[src/rtl/des_iter_pkg.sv]
// des_iter_pkg: widths, fixed permutations and S-box contents for the
// iterative DES engine. Bit 63 of a 64-bit vector is cipher bit 1.
// Assumes tables indexed from 1 as in the cipher standard.
package des_iter_pkg;

    localparam int BLOCK_W    = 64;
    localparam int HALF_W     = BLOCK_W / 2;
    localparam int SUBKEY_W   = 48;
    localparam int NUM_SBOX   = 8;
    localparam int SBOX_IN_W  = SUBKEY_W / NUM_SBOX;
    localparam int SBOX_OUT_W = HALF_W / NUM_SBOX;

    // Straight permutation applied after the S-boxes (1-based source bits).
    localparam int P_SRC [HALF_W] = '{
        16, 7, 20, 21, 29, 12, 28, 17,
         1, 15, 23, 26, 5, 18, 31, 10,
         2, 8, 24, 14, 32, 27, 3, 9,
        19, 13, 30, 6, 22, 11, 4, 25
    };

    // Source bit (1-based) feeding output position pos of the initial permutation.
    function automatic int ip_src(input int pos);
        int row;
        int col;
        row = pos / 8;
        col = pos % 8;
        if (row < 4)
            return 58 + 2 * row - 8 * col;
        else
            return 57 + 2 * (row - 4) - 8 * col;
    endfunction

    // Initial permutation.
    function automatic logic [BLOCK_W-1:0] init_perm(input logic [BLOCK_W-1:0] x);
        logic [BLOCK_W-1:0] y;
        y = '0;
        for (int pos = 0; pos < BLOCK_W; pos++)
            y[BLOCK_W-1-pos] = x[BLOCK_W-ip_src(pos)];
        return y;
    endfunction

    // Inverse of the initial permutation.
    function automatic logic [BLOCK_W-1:0] final_perm(input logic [BLOCK_W-1:0] x);
        logic [BLOCK_W-1:0] y;
        y = '0;
        for (int pos = 0; pos < BLOCK_W; pos++)
            y[BLOCK_W-ip_src(pos)] = x[BLOCK_W-1-pos];
        return y;
    endfunction

    // Expansion of a half block to subkey width, wrapping at the ends.
    function automatic logic [SUBKEY_W-1:0] expand_half(input logic [HALF_W-1:0] x);
        logic [SUBKEY_W-1:0] y;
        int src;
        y = '0;
        for (int pos = 0; pos < SUBKEY_W; pos++) begin
            src = ((4 * (pos / SBOX_IN_W) + (pos % SBOX_IN_W) + HALF_W - 1) % HALF_W) + 1;
            y[SUBKEY_W-1-pos] = x[HALF_W-src];
        end
        return y;
    endfunction

    // Straight permutation of the S-box output.
    function automatic logic [HALF_W-1:0] straight_perm(input logic [HALF_W-1:0] x);
        logic [HALF_W-1:0] y;
        y = '0;
        for (int pos = 0; pos < HALF_W; pos++)
            y[HALF_W-1-pos] = x[HALF_W-P_SRC[pos]];
        return y;
    endfunction

    // Contents of S-box id, entry 0 in the top nibble, entry = row*16 + col.
    function automatic logic [255:0] sbox_lut(input int id);
        case (id)
            0: return 256'hE4D12FB83A6C5907_0F74E2D1A6CB9538_41E8D62BFC973A50_FC8249175B3EA06D;
            1: return 256'hF18E6B34972DC05A_3D47F28EC01A69B5_0E7BA4D158C6932F_D8A13F42B67C05E9;
            2: return 256'hA09E63F51DC7B428_D709346A285ECBF1_D6498F30B12C5AE7_1AD069874FE3B52C;
            3: return 256'h7DE3069A1285BC4F_D8B56F03472C1AE9_A690CB7DF13E5284_3F06A1D8945BC72E;
            4: return 256'h2C417AB6853FD0E9_EB2C47D150FA3986_421BAD78F9C5630E_B8C71E2D6F09A453;
            5: return 256'hC1AF92680D34E75B_AF427C9561DE0B38_9EF528C3704A1DB6_432C95FABE17608D;
            6: return 256'h4B2EF08D3C975A61_D0B7491AE35C2F86_14BDC37EAF680592_6BD814A7950FE23C;
            default: return 256'hD2846FB1A93E50C7_1FD8A374C56B0E92_7B419CE206ADF358_21E74A8DFC90356B;
        endcase
    endfunction

endpackage

[src/rtl/des_sbox.sv]
// des_sbox: one 6-to-4 substitution box of the cipher.
// Row comes from the outer input bits, column from the inner four bits.
// Assumes BOX_ID in 0..7.
module des_sbox
    import des_iter_pkg::*;
#(
    parameter int BOX_ID = 0
) (
    input  logic [SBOX_IN_W-1:0]  sel_i,
    output logic [SBOX_OUT_W-1:0] val_o
);

    localparam logic [255:0] LUT = sbox_lut(BOX_ID);

    logic [SBOX_IN_W-1:0] entry;
    logic [7:0]           bit_base;

    // Map input to table entry and to its bit offset from the LSB.
    always_comb begin
        entry    = {sel_i[SBOX_IN_W-1], sel_i[0], sel_i[SBOX_IN_W-2:1]};
        bit_base = {~entry, 2'b00};
        val_o    = LUT[bit_base +: SBOX_OUT_W];
    end

endmodule

[src/rtl/des_round_fn.sv]
// des_round_fn: combinational cipher function f(R, K): expansion,
// subkey mixing, eight S-boxes and the straight permutation.
// Assumes subkey_i is already the correct one for this round.
module des_round_fn
    import des_iter_pkg::*;
(
    input  logic [HALF_W-1:0]   right_i,
    input  logic [SUBKEY_W-1:0] subkey_i,
    output logic [HALF_W-1:0]   f_o
);

    logic [SUBKEY_W-1:0] mixed;
    logic [HALF_W-1:0]   subst;

    // Expand the half block and mix in the subkey.
    always_comb mixed = expand_half(right_i) ^ subkey_i;

    for (genvar g = 0; g < NUM_SBOX; g++) begin : g_sbox
        des_sbox #(
            .BOX_ID(g)
        ) u_sbox (
            .sel_i(mixed[SUBKEY_W-1-g*SBOX_IN_W -: SBOX_IN_W]),
            .val_o(subst[HALF_W-1-g*SBOX_OUT_W -: SBOX_OUT_W])
        );
    end

    // Scatter the substituted bits.
    always_comb f_o = straight_perm(subst);

endmodule

[src/rtl/des_round_ctrl.sv]
// des_round_ctrl: sequences one operation of NUM_ROUNDS round cycles.
// Accepts a start only when idle, latches the mode and produces the
// subkey index (ascending to encrypt, descending to decrypt).
module des_round_ctrl #(
    parameter int NUM_ROUNDS = 16,
    localparam int IDX_W     = $clog2(NUM_ROUNDS)
) (
    input  logic             clk,
    input  logic             rst_n,
    input  logic             start_i,
    input  logic             mode_i,
    output logic             load_o,
    output logic             step_o,
    output logic             last_o,
    output logic             busy_o,
    output logic             done_o,
    output logic [IDX_W-1:0] round_idx_o
);

    localparam logic [IDX_W-1:0] LAST_IDX = IDX_W'(NUM_ROUNDS - 1);

    logic             busy_q;
    logic             done_q;
    logic             mode_q;
    logic [IDX_W-1:0] cnt_q;

    // Handshake decode.
    always_comb begin
        load_o = start_i && !busy_q;
        step_o = busy_q;
        last_o = busy_q && (cnt_q == LAST_IDX);
    end

    // Round counter, busy flag, mode latch and done pulse.
    always_ff @(posedge clk) begin
        if (!rst_n) begin
            busy_q <= 1'b0;
            done_q <= 1'b0;
            mode_q <= 1'b0;
            cnt_q  <= '0;
        end else begin
            done_q <= last_o;
            if (load_o) begin
                busy_q <= 1'b1;
                mode_q <= mode_i;
                cnt_q  <= '0;
            end else if (busy_q) begin
                cnt_q <= cnt_q + 1'b1;
                if (last_o) begin
                    busy_q <= 1'b0;
                    cnt_q  <= '0;
                end
            end
        end
    end

    // Subkey index request, reversed for decryption.
    always_comb begin
        busy_o      = busy_q;
        done_o      = done_q;
        round_idx_o = (busy_q && mode_q) ? (LAST_IDX - cnt_q) : cnt_q;
    end

endmodule

[src/rtl/des_iter_core.sv]
// des_iter_core: DES encrypt/decrypt engine with one time-shared round.
// Assumes an external key schedule returns round_key_i combinationally
// for round_idx_o in every busy cycle.
module des_iter_core
    import des_iter_pkg::*;
#(
    parameter int NUM_ROUNDS = 16,
    localparam int IDX_W     = $clog2(NUM_ROUNDS)
) (
    input  logic                clk,
    input  logic                rst_n,
    input  logic                start_i,
    input  logic                mode_i,
    input  logic [BLOCK_W-1:0]  block_i,
    input  logic [SUBKEY_W-1:0] round_key_i,
    output logic                busy_o,
    output logic                done_o,
    output logic [IDX_W-1:0]    round_idx_o,
    output logic [BLOCK_W-1:0]  block_o
);

    logic               load;
    logic               step;
    logic               last;
    logic [HALF_W-1:0]  left_q;
    logic [HALF_W-1:0]  right_q;
    logic [HALF_W-1:0]  f_val;
    logic [HALF_W-1:0]  right_next;
    logic [BLOCK_W-1:0] permuted_in;
    logic [BLOCK_W-1:0] result_q;

    des_round_ctrl #(
        .NUM_ROUNDS(NUM_ROUNDS)
    ) u_ctrl (
        .clk        (clk),
        .rst_n      (rst_n),
        .start_i    (start_i),
        .mode_i     (mode_i),
        .load_o     (load),
        .step_o     (step),
        .last_o     (last),
        .busy_o     (busy_o),
        .done_o     (done_o),
        .round_idx_o(round_idx_o)
    );

    des_round_fn u_fn (
        .right_i (right_q),
        .subkey_i(round_key_i),
        .f_o     (f_val)
    );

    // Initial permutation of the incoming block and the new right half.
    always_comb begin
        permuted_in = init_perm(block_i);
        right_next  = left_q ^ f_val;
    end

    // Half-block registers: load, then one Feistel round per cycle.
    always_ff @(posedge clk) begin
        if (!rst_n) begin
            left_q  <= '0;
            right_q <= '0;
        end else if (load) begin
            left_q  <= permuted_in[BLOCK_W-1:HALF_W];
            right_q <= permuted_in[HALF_W-1:0];
        end else if (step) begin
            left_q  <= right_q;
            right_q <= right_next;
        end
    end

    // Result register: unswapped halves through the final permutation.
    always_ff @(posedge clk) begin
        if (!rst_n)
            result_q <= '0;
        else if (last)
            result_q <= final_perm({right_next, right_q});
    end

    always_comb block_o = result_q;

endmodule

[config.mk]
export PLATFORM = sky130hd
export DESIGN_NAME = des_iter_core
export DESIGN_NICKNAME = d
export VERILOG_FILES = /design/src/rtl/des_iter_pkg.sv /design/src/rtl/des_sbox.sv /design/src/rtl/des_round_fn.sv /design/src/rtl/des_round_ctrl.sv /design/src/rtl/des_iter_core.sv
export SDC_FILE = /design/constraint.sdc
export NUM_CORES = 1
export LEC_CHECK = 0
export BUFFER_PORTS_ARGS = -buffer_cell sky130_fd_sc_hd__buf_4
export CAP_MARGIN = 20
export CORE_ASPECT_RATIO = 1.1
export CORE_MARGIN = 4
export CORE_UTILIZATION = 63
export CTS_CLUSTER_SIZE = 25
export DETAILED_ROUTE_END_ITERATION = 8
export PLACE_DENSITY = 0.85
export SYNTH_ARGS = -nofsm -noshare
export SYNTH_HDL_FRONTEND = slang
export SYNTH_SLANG_ARGS = --single-unit
[constraint.sdc]
create_clock -name clk -period 8.25 [get_ports clk]
set_input_delay 0.825 -clock clk [delete_from_list [all_inputs] [get_ports clk]]
set_output_delay 0.825 -clock clk [all_outputs]
set_load 0.005 [all_outputs]
==> run_results.csv, run 1 <==
group,metric,value,unit
global_routing,grt_pass1_vias,10200,
timing,period_share,41.7,%
worst_setup_path,arrival,3.72,ns
timing,finClkSkew,0.00728,ns
worst_setup_path,startpoint,"right_q[24]",
cells_and_area,antennaDiodeCount,0,
synthesis,synth_ff_type,"dfxtp_1",
flow_run,drv_cap,0,
clocking,cts_sinks,135,
cells_and_area,final.fill_count,1383,
cells_and_area,multiInputGateArea,0.00812,mm^2
clocking,postCtsSetupBuffers,0,
die,coreArea,0.0178,mm^2
synthesis,synth_top_family_by_area,"compound AO/OA/AOI/OAI gates",
synthesis,synth-xor-area-share,11.8,%
die,die_area,0.0205,mm^2
worst_setup_path,crit_chain,"xor2_1, inv_1, ha_1, nor2_1, o32ai_1, a2111oi_0, a31oi_1, xnor2_1, a21oi_1",
placement,placed_cells,1750,
synthesis,yosysUniqueCellTypes,83,
die,die_h,150,um
die,dieWidth,137,um
synthesis,ys_async_sr_fraction,0,%
worst_hold_path,hp-start,"block_o[31]",
drt,vias,11300,
timing,finalCriticalPeriod,3.44,ns
drt,routed_wl,34.8,mm
synthesis,netlist_top_cells_count,"147 x nand2_1, 145 x nor2_1, 140 x a21oi_1",
pwr,power.leakage,5.48,nW
worst_setup_path,path_buf_inv,1,
timing,rsz0062_at_grt,"false",
worst_setup_path,worstPathRequired,8.53,ns
pwr,p_sw,1.19,mW
clocking,postCtsHoldBufs,0,
synthesis,synthAdderAreaFrac,6.85,%
global_routing,grt_overflow_total,0,
die,ioPinCount,186,
clocking,cts_htree_levels,4,
synthesis,synth-seq-cells,135,
die,std_cell_rows,51,
outcome,outcome,"finished clean",
timing,worst_pin_slew,1.11,ns
clocking,post_cts_resized,0,
cells_and_area,layout.nets,1714,
worst_hold_path,min_path_cells,2,
pwr,pwr-share-clk,24.4,%
worst_setup_path,critical_path_class,"reg2reg",
synthesis,synthCells,1427,
drt,vias_per_cell,6.32,
drt,drtPass1Iterations,5,
synthesis,synth_enable_flop_cells,0,
worst_setup_path,worst-path-stages,9,
synthesis,yosys_warnings,0,
worst_setup_path,end_kind,"flip-flop",
cells_and_area,final_cells,1785,
worst_setup_path,max_stage_delay,0.91,ns
timing,holdWs,0.455,ns
drt,detail_route.wl_per_cell,19.5,um
clocking,cts_buffers,17,
synthesis,syn_area,0.0115,mm^2
synthesis,synth_top_area_share,23.5,%
drt,drc,0,
clocking,cts_tree,"done",
worst_setup_path,critPathTopFamily,"XOR/XNOR gates",
synthesis,ys_seq_area_share,23.5,%
timing,setup_slack,4.81,ns
pwr,internal_power,1.68,mW
pwr,p_sw_share,41.5,%
synthesis,synthSimpleGateAreaFrac,18.2,%
pwr,pwr-share-seq,27.1,%
synthesis,synth_top_area_cell,"dfxtp_1",
pwr,p_comb_share,48.5,%
pwr,totalPowerFinal,2.87,mW
synthesis,synth.most_common_cell,"nand2_1",
global_routing,antenna_found_initial,0,
worst_setup_path,critPathSlowestCell,"xor2_1",
synthesis,synth_area_leaders,"dfxtp_1 24%, ha_1 6.9%, a21oi_1 6.1%",
cells_and_area,fin_area,0.0133,mm^2
die,initial_core_util,64.6,%
worst_setup_path,ff2ff_path_depth,9,
timing,finalHoldViolCount,0,
pwr,ir_worst_vdd,0.160,mV
pwr,p_per_area,215,mW/mm^2
global_routing,grt_usage,33.1,%
drt,initialDrtViolationCount,1123,
placement,preCtsSetupSlack,4.55,ns
placement,globalplace.congestion,0.925,
timing,timing.fmax,291,MHz
cells_and_area,seq_area,0.00271,mm^2
synthesis,synth-compound-area-share,22.4,%
worst_setup_path,critPathLaunchType,"flip-flop",
worst_setup_path,r2r-start,"right_q[24]",
global_routing,grt_max_degree,99,
worst_setup_path,cp_max_fo,14,
synthesis,synthMuxAreaShare,11.4,%
clocking,clock_latency,0.42,ns
timing,drv_slew,0,
cells_and_area,area_growth,16.0,%
timing,final-setup-viol-count,0,
placement,dpl_cell_area,0.0128,mm^2
placement,dp_hpwl,24.8,mm
timing,slew_headroom,26.0,%
placement,port_buffers,185,
clocking,clockBufferDepth,2,
global_routing,grt_pass1_wl,54.1,mm
drt,final_antenna_net_count,0,
clocking,cts_root_buf,"clkbuf_16",
timing,finalSetupTns,0,ns
cells_and_area,post-route-util,74.9,%
clocking,clk_pin_slew,0.06,ns
worst_hold_path,hold_path.class,"reg2reg",
synthesis,synth_nets,1606,
cells_and_area,drive_above_1_share,20.9,%
synthesis,avgSynthCellArea,8.06,um^2
-- layer usage --
layer	wire length, um	track usage [%]	vias to the layer above
li1	-	-	5380
met1	14100	43.8	5335
met2	16500	52.8	495
met3	2520	5.65	77
met4	1670	15.1	0
met5	0	0	-
-- final timing paths --
kind,to,slack (ns)
hold reg to reg,block_o[31],0.45
setup reg to reg,right_q[4],4.81
hold / removal,block_o[31],0.45
setup / recovery,right_q[4],4.81
-- area by class of cell --
cell class                      count  share of cell area, %
Multi-Input combinational cell   1140                   60.9
Sequential cell                   135                   20.3
Timing Repair Buffer              205                   11.5
Clock buffer                       22                   3.41
Tap cell                          238                   2.23
Inverter                           36                   1.01
Clock inverter                      9                  0.591
-- power by group through the flow --
stage / logic, mW / registers [mW] / clock network (mW)
floorplan: 1.11 / 0.731 / 0
global placement: 1.33 / 0.790 / 0
detailed placement: 1.36 / 0.792 / 0
CTS: 1.36 / 0.778 / 0.705
global route: 1.52 / 0.784 / 0.737
finish: 1.39 / 0.779 / 0.701
-- cells in the final DEF (no fill, tap or decap), types with 18 or more instances in the layout --
master	count
nand3_1	40
a211oi_1	43
nand2_1	147
buf_4	205
o211ai_1	18
o21ai_0	59
a21oi_1	140
nor2_1	145
mux4_2	19
ha_1	63
inv_1	27
xnor2_1	59
xor2_1	39
nor3_1	41
mux2i_1	62
dfxtp_1	134
-- tightest hold or removal path, cell delays in order (launching register included) --
cell     delay [ns]
dfxtp_1        0.31
nand2_1        0.05
a21oi_1        0.05
-- registers in the layout, indices dropped and copies added, names as in the netlist --
name and flops:
block_o 64, left_q 32, right_q 32, u_ctrl.busy_o 1, u_ctrl.cnt_q 4, u_ctrl.done_o 1
u_ctrl.mode_q 1
-- kinds of logic after synthesis --
kind of cell,Yosys count
compound gates,395
xor+xnor,126
fa+ha+maj,63
buf+inv,152
flops,135
mux,100
simple gates,456
Note: power is estimated with default switching activity, not from simulation.
==> run 2, diff against run 1 <==
Settings changed: CORE_UTILIZATION 63 to 58, PLACE_DENSITY 0.85 to 0.79.
Clock period 8.25 ns to 3.2 ns, I/O delays scaled along.
==> run 2 against run 1 <==
Effect of this change:
- cell area rose by 3.8%
- maximum frequency rose by 16%
- clock power rose to 2.9 times the previous value
- largest cell class unchanged
==> run_results.csv, run 2 (synthesis results as in run 1) <==
group,metric,value,unit
timing,finalHoldViolCount,0,
pwr,power.leakage,5.78,nW
drt,drc,0,
drt,vias,11700,
clocking,clockBufferDepth,2,
global_routing,grt_pass1_wl,57.9,mm
global_routing,grt_overflow_total,0,
global_routing,use_met3,4.41,%
clocking,cts_htree_levels,4,
cells_and_area,final_common_cell,"buf_4",
worst_setup_path,end_kind,"flip-flop",
worst_setup_path,arrival,3.23,ns
die,die_h,156,um
timing,finalSetupTns,0,ns
cells_and_area,layout.nets,1769,
placement,globalplace.congestion,0.990,
drt,initialDrtViolationCount,934,
worst_hold_path,hold_path.class,"in2reg",
timing,slew_headroom,29.9,%
cells_and_area,largest_reg_flops,64,
timing,worst_pin_slew,1.04,ns
cells_and_area,seq_area,0.00271,mm^2
global_routing,met1_usage,41.6,%
clocking,cts_tree,"done",
timing,rsz0062_at_grt,"false",
worst_setup_path,critical_path_class,"reg2reg",
drt,drtPass1Iterations,8,
global_routing,antenna_found_initial,0,
drt,detail_route.wl_per_cell,19.9,um
clocking,cts_sinks,135,
clocking,clk_pin_slew,0.06,ns
cells_and_area,post-route-util,71.7,%
die,std_cell_rows,53,
clocking,clock_latency,0.43,ns
die,ioPinCount,186,
die,initial_core_util,59.6,%
global_routing,grt_usage,32.5,%
cells_and_area,drive_above_1_share,23.8,%
clocking,postCtsSetupBuffers,0,
global_routing,top_usage_layer,"met2",
pwr,p_per_area,571,mW/mm^2
cells_and_area,area_growth,20.4,%
timing,drv_slew,0,
global_routing,grt_pass1_vias,10900,
timing,period_share,92.5,%
die,coreArea,0.0193,mm^2
worst_setup_path,worstPathRequired,3.47,ns
die,die_area,0.0221,mm^2
timing,final-setup-viol-count,0,
timing,timing.fmax,338,MHz
cells_and_area,multiInputGateArea,0.00812,mm^2
drt,vias_per_cell,6.34,
clocking,cts_buffers,17,
pwr,ir_worst_vdd,0.404,mV
worst_setup_path,critPathLaunchType,"flip-flop",
placement,port_buffers,185,
timing,finClkSkew,0.00747,ns
timing,finalCriticalPeriod,2.96,ns
global_routing,grt_max_degree,65,
die,dieWidth,142,um
global_routing,grt_use_met2,54.1,%
drt,final_antenna_net_count,0,
cells_and_area,antennaDiodeCount,0,
drt,routed_wl,36.9,mm
cells_and_area,final_cell_mix,"259 x buf_4, 147 x nand2_1, 145 x nor2_1, 140 x a21oi_1, 134 x dfxtp_1",
placement,dp_hpwl,27.0,mm
clocking,cts_root_buf,"clkbuf_16",
worst_setup_path,cp_max_fo,14,
flow_run,drv_cap,0,
outcome,outcome,"finished clean",
cells_and_area,final.fill_count,1596,
[run 2: changes by cell type in the layout (fill, tap and decap cells not counted)]
cell,previous run,this run
buf_12,0,1
buf_4,205,259
clkbuf_1,4,1
clkbuf_8,1,0
inv_6,0,3
bufinv_16,1,3
clkinvlp_4,2,4
clkinv_2,5,2
clkinv_4,1,2
[run 2: timing repair]
item                       4_1_cts  5_1_grt
setup endpoints to repair        0        1
hold buffers                     0        0
gates resized for setup          0        0
[run 2: power by group]
part / leakage, nW / switching [mW] / internal [mW]
logic: 4.39 / 2.24 / 1.64
clock network: 0.283 / 0.827 / 1.23
registers: 1.10 / 0.186 / 1.78
total: 5.78 / 3.25 / 4.65
[run 2: final timing paths]
kind / cells after the start / slack [ns] / startpoint / endpoint
setup / recovery: 8 / 0.24 / right_q[9] / right_q[28]
hold / removal: 3 / 0.13 / mode_i / u_ctrl.mode_q
setup reg to reg: 8 / 0.24 / right_q[9] / right_q[28]
hold reg to reg: 2 / 0.46 / block_o[49] / block_o[49]
[run 2: critical path, stage by stage, from the launching register on]
cell and delay, ns:
dfxtp_1 0.53, xor2_2 0.39, ha_1 0.46, o22ai_1 0.23, o22ai_1 0.10, a2111oi_0 0.46, a32oi_1 0.20, xnor2_1 0.29
a21oi_1 0.14
[run 2: layout make-up]
cell class,instances,area share (%)
Clock buffer,18,3.10
Multi-Input combinational cell,1140,58.7
Clock inverter,14,1.26
Timing Repair Buffer,260,14.2
Inverter,36,0.976
Tap cell,247,2.23
Sequential cell,135,19.6
[run 2: stage by stage]
stage	std cells	power, mW	instance area [um^2]	hold slack (ns)	setup WS [ns]
4_1_cts	1848	7.84	13800	0.121	0.277
2_1_floorplan	1427	4.75	11500	0.453	0.349
3_3_place_gp	1816	5.71	13200	0.443	0.405
6_report	1850	7.90	13800	0.132	0.241
3_5_place_dp	1816	5.78	13200	0.447	0.295
5_1_grt	1850	8.34	13800	0.185	0.0308
[run 2: layer usage]
layer | part of all wire [%] | routed length [um]
met5 | 0 | 0
met4 | 4.6 | 1710
met3 | 7.5 | 2750
met2 | 48 | 17800
met1 | 40 | 14600
==> run 3, diff against run 2 <==
Settings changed: CORE_UTILIZATION 58 to 42, PLACE_DENSITY 0.79 to 0.59.
==> run 3 against run 2 <==
Effect of this change:
- sequential power barely moved
- die area rose by 36%
- total power rose by 0.50%
- global-route usage fell by 7.1 points
- clock power rose by 3%
- hold slack got worse by 0.0076 ns
- critical endpoint is now right_q[11]
- flip-flop and latch count did not move
- clock skew rose by 0.0020 ns
- combinational power barely moved
==> run_results.csv, run 3 (synthesis results as in run 1) <==
group,metric,value,unit
timing,finalSetupTns,0,ns
global_routing,grt_overflow_total,0,
pwr,p_per_area,567,mW/mm^2
pwr,internal_power,4.69,mW
pwr,p_sw,3.26,mW
placement,globalplace.congestion,0.938,
cells_and_area,final_cell_mix,"254 x buf_4, 147 x nand2_1, 145 x nor2_1, 140 x a21oi_1, 134 x dfxtp_1",
placement,port_buffers,185,
clocking,cts_buffers,17,
cells_and_area,final_cells,1958,
clocking,cts_root_buf,"clkbuf_16",
cells_and_area,drive_above_1_share,23.8,%
worst_setup_path,cp_max_fo,13,
timing,rsz0062_at_grt,"false",
drt,final_antenna_net_count,0,
worst_hold_path,hold_path.class,"in2reg",
pwr,p_comb_share,48.6,%
pwr,pwr-share-seq,24.6,%
timing,slew_headroom,26.1,%
drt,detail_route.wl_per_cell,20.0,um
cells_and_area,area_growth,21.8,%
pwr,power.leakage,5.80,nW
die,initial_core_util,42.7,%
worst_setup_path,max_stage_delay,0.56,ns
worst_setup_path,path_buf_inv,0,
cells_and_area,final_common_cell,"buf_4",
clocking,clk_pin_slew,0.07,ns
worst_setup_path,critPathTopFamily,"simple AND/OR/NAND/NOR gates",
worst_setup_path,critPathSlowestCell,"dfxtp_1",
worst_setup_path,r2r-start,"right_q[0]",
drt,drtPass1Iterations,5,
placement,dp_hpwl,28.7,mm
timing,finalHoldViolCount,0,
placement,placed_cells,1922,
outcome,outcome,"finished clean",
drt,vias_per_cell,5.78,
worst_setup_path,crit_chain,"xor2_4, ha_1, mux4_2, and3_1, nor4_2, nor2_1, nor4_1",
worst_setup_path,arrival,3.31,ns
cells_and_area,layout.nets,1766,
drt,vias,11300,
timing,timing.fmax,337,MHz
clocking,cts_sinks,135,
global_routing,grt_pass1_wl,61.4,mm
global_routing,grt_pass1_vias,10800,
clocking,clock_latency,0.44,ns
cells_and_area,largest_reg_flops,64,
timing,finClkSkew,0.00947,ns
timing,period_share,92.8,%
die,die_h,182,um
flow_run,drv_cap,0,
timing,worst_pin_slew,1.10,ns
die,ioPinCount,186,
worst_setup_path,worstPathRequired,3.54,ns
worst_setup_path,startpoint,"right_q[0]",
pwr,p_sw_share,41.0,%
timing,final-setup-viol-count,0,
clocking,cts_htree_levels,4,
clocking,cts_tree,"done",
die,dieWidth,166,um
global_routing,grt_usage,25.4,%
drt,drc,0,
timing,finalCriticalPeriod,2.97,ns
clocking,clockBufferDepth,2,
worst_hold_path,hp-start,"mode_i",
worst_setup_path,critical_path_class,"reg2reg",
drt,initialDrtViolationCount,898,
pwr,ir_worst_vdd,0.337,mV
worst_setup_path,end_kind,"flip-flop",
die,die_area,0.0301,mm^2
pwr,pwr-share-clk,26.9,%
die,std_cell_rows,63,
global_routing,grt_max_degree,150,
global_routing,antenna_found_initial,0,
drt,routed_wl,39.1,mm
worst_setup_path,critPathLaunchType,"flip-flop",
die,coreArea,0.0270,mm^2
timing,drv_slew,0,
-- run 3: power by group through the flow --
stage	clock network, mW	logic [mW]	registers (mW)
detailed placement	0	3.80	1.99
global route	2.24	4.25	1.96
finish	2.13	3.86	1.95
global placement	0	3.77	1.98
floorplan	0	2.87	1.88
CTS	2.17	3.82	1.95
-- run 3: cell type report --
| class | count | area, um^2 |
|---|---|---|
| tap | 357 | 447 |
| sequential | 135 | 2710 |
| clock inverter | 14 | 170 |
| fill | 2623 | 12900 |
| clock buffer | 18 | 450 |
| antenna | 1 | 2.50 |
| inverter | 36 | 135 |
| multi-input combinational | 1140 | 8130 |
| timing repair buffer | 257 | 1970 |
-- run 3: path summary, 6_finish.rpt --
check	end	slack [ns]	cells past startpoint
setup reg to reg	right_q[11]	0.23	7
hold reg to reg	block_o[50]	0.45	2
hold / removal	u_ctrl.mode_q	0.12	3
setup / recovery	right_q[11]	0.23	7
-- run 3: stage by stage --
step	area, um^2	setup slack (ns)	hold slack (ns)	total power [mW]	utilization [%]
2_1_floorplan	11500	0.349	0.453	4.75	-
3_3_place_gp	13400	0.239	0.450	5.76	49.5
3_5_place_dp	13400	0.280	0.451	5.78	49.5
4_1_cts	14000	0.248	0.112	7.93	51.8
5_1_grt	14000	0.00474	0.146	8.46	52.0
6_report	14000	0.231	0.125	7.94	52.0
-- run 3: worst register-to-register path, delay by kind of cell (launching register included) --
family / cells / cell delay, ns
flops: 1 / 0.56
fa+ha+maj: 1 / 0.46
mux: 1 / 0.50
xor+xnor: 1 / 0.41
simple gates: 4 / 0.95
-- run 3: repair_timing --
action / 4_1_cts / 5_1_grt
buffers inserted: 0 / 0
hold endpoints to repair: 0 / 0
gates resized for setup: 0 / 1
hold buffers: 0 / 0
setup endpoints to repair: 0 / 1
-- run 3: layer usage --
layer  up-vias  routed length, um  track usage [%]
met4         0               1200             8.05
met1      5417              16800             33.5
li1       5476                  -                -
met2       364              18700             41.8
met5         -                  0                0
met3        62               2370             5.23
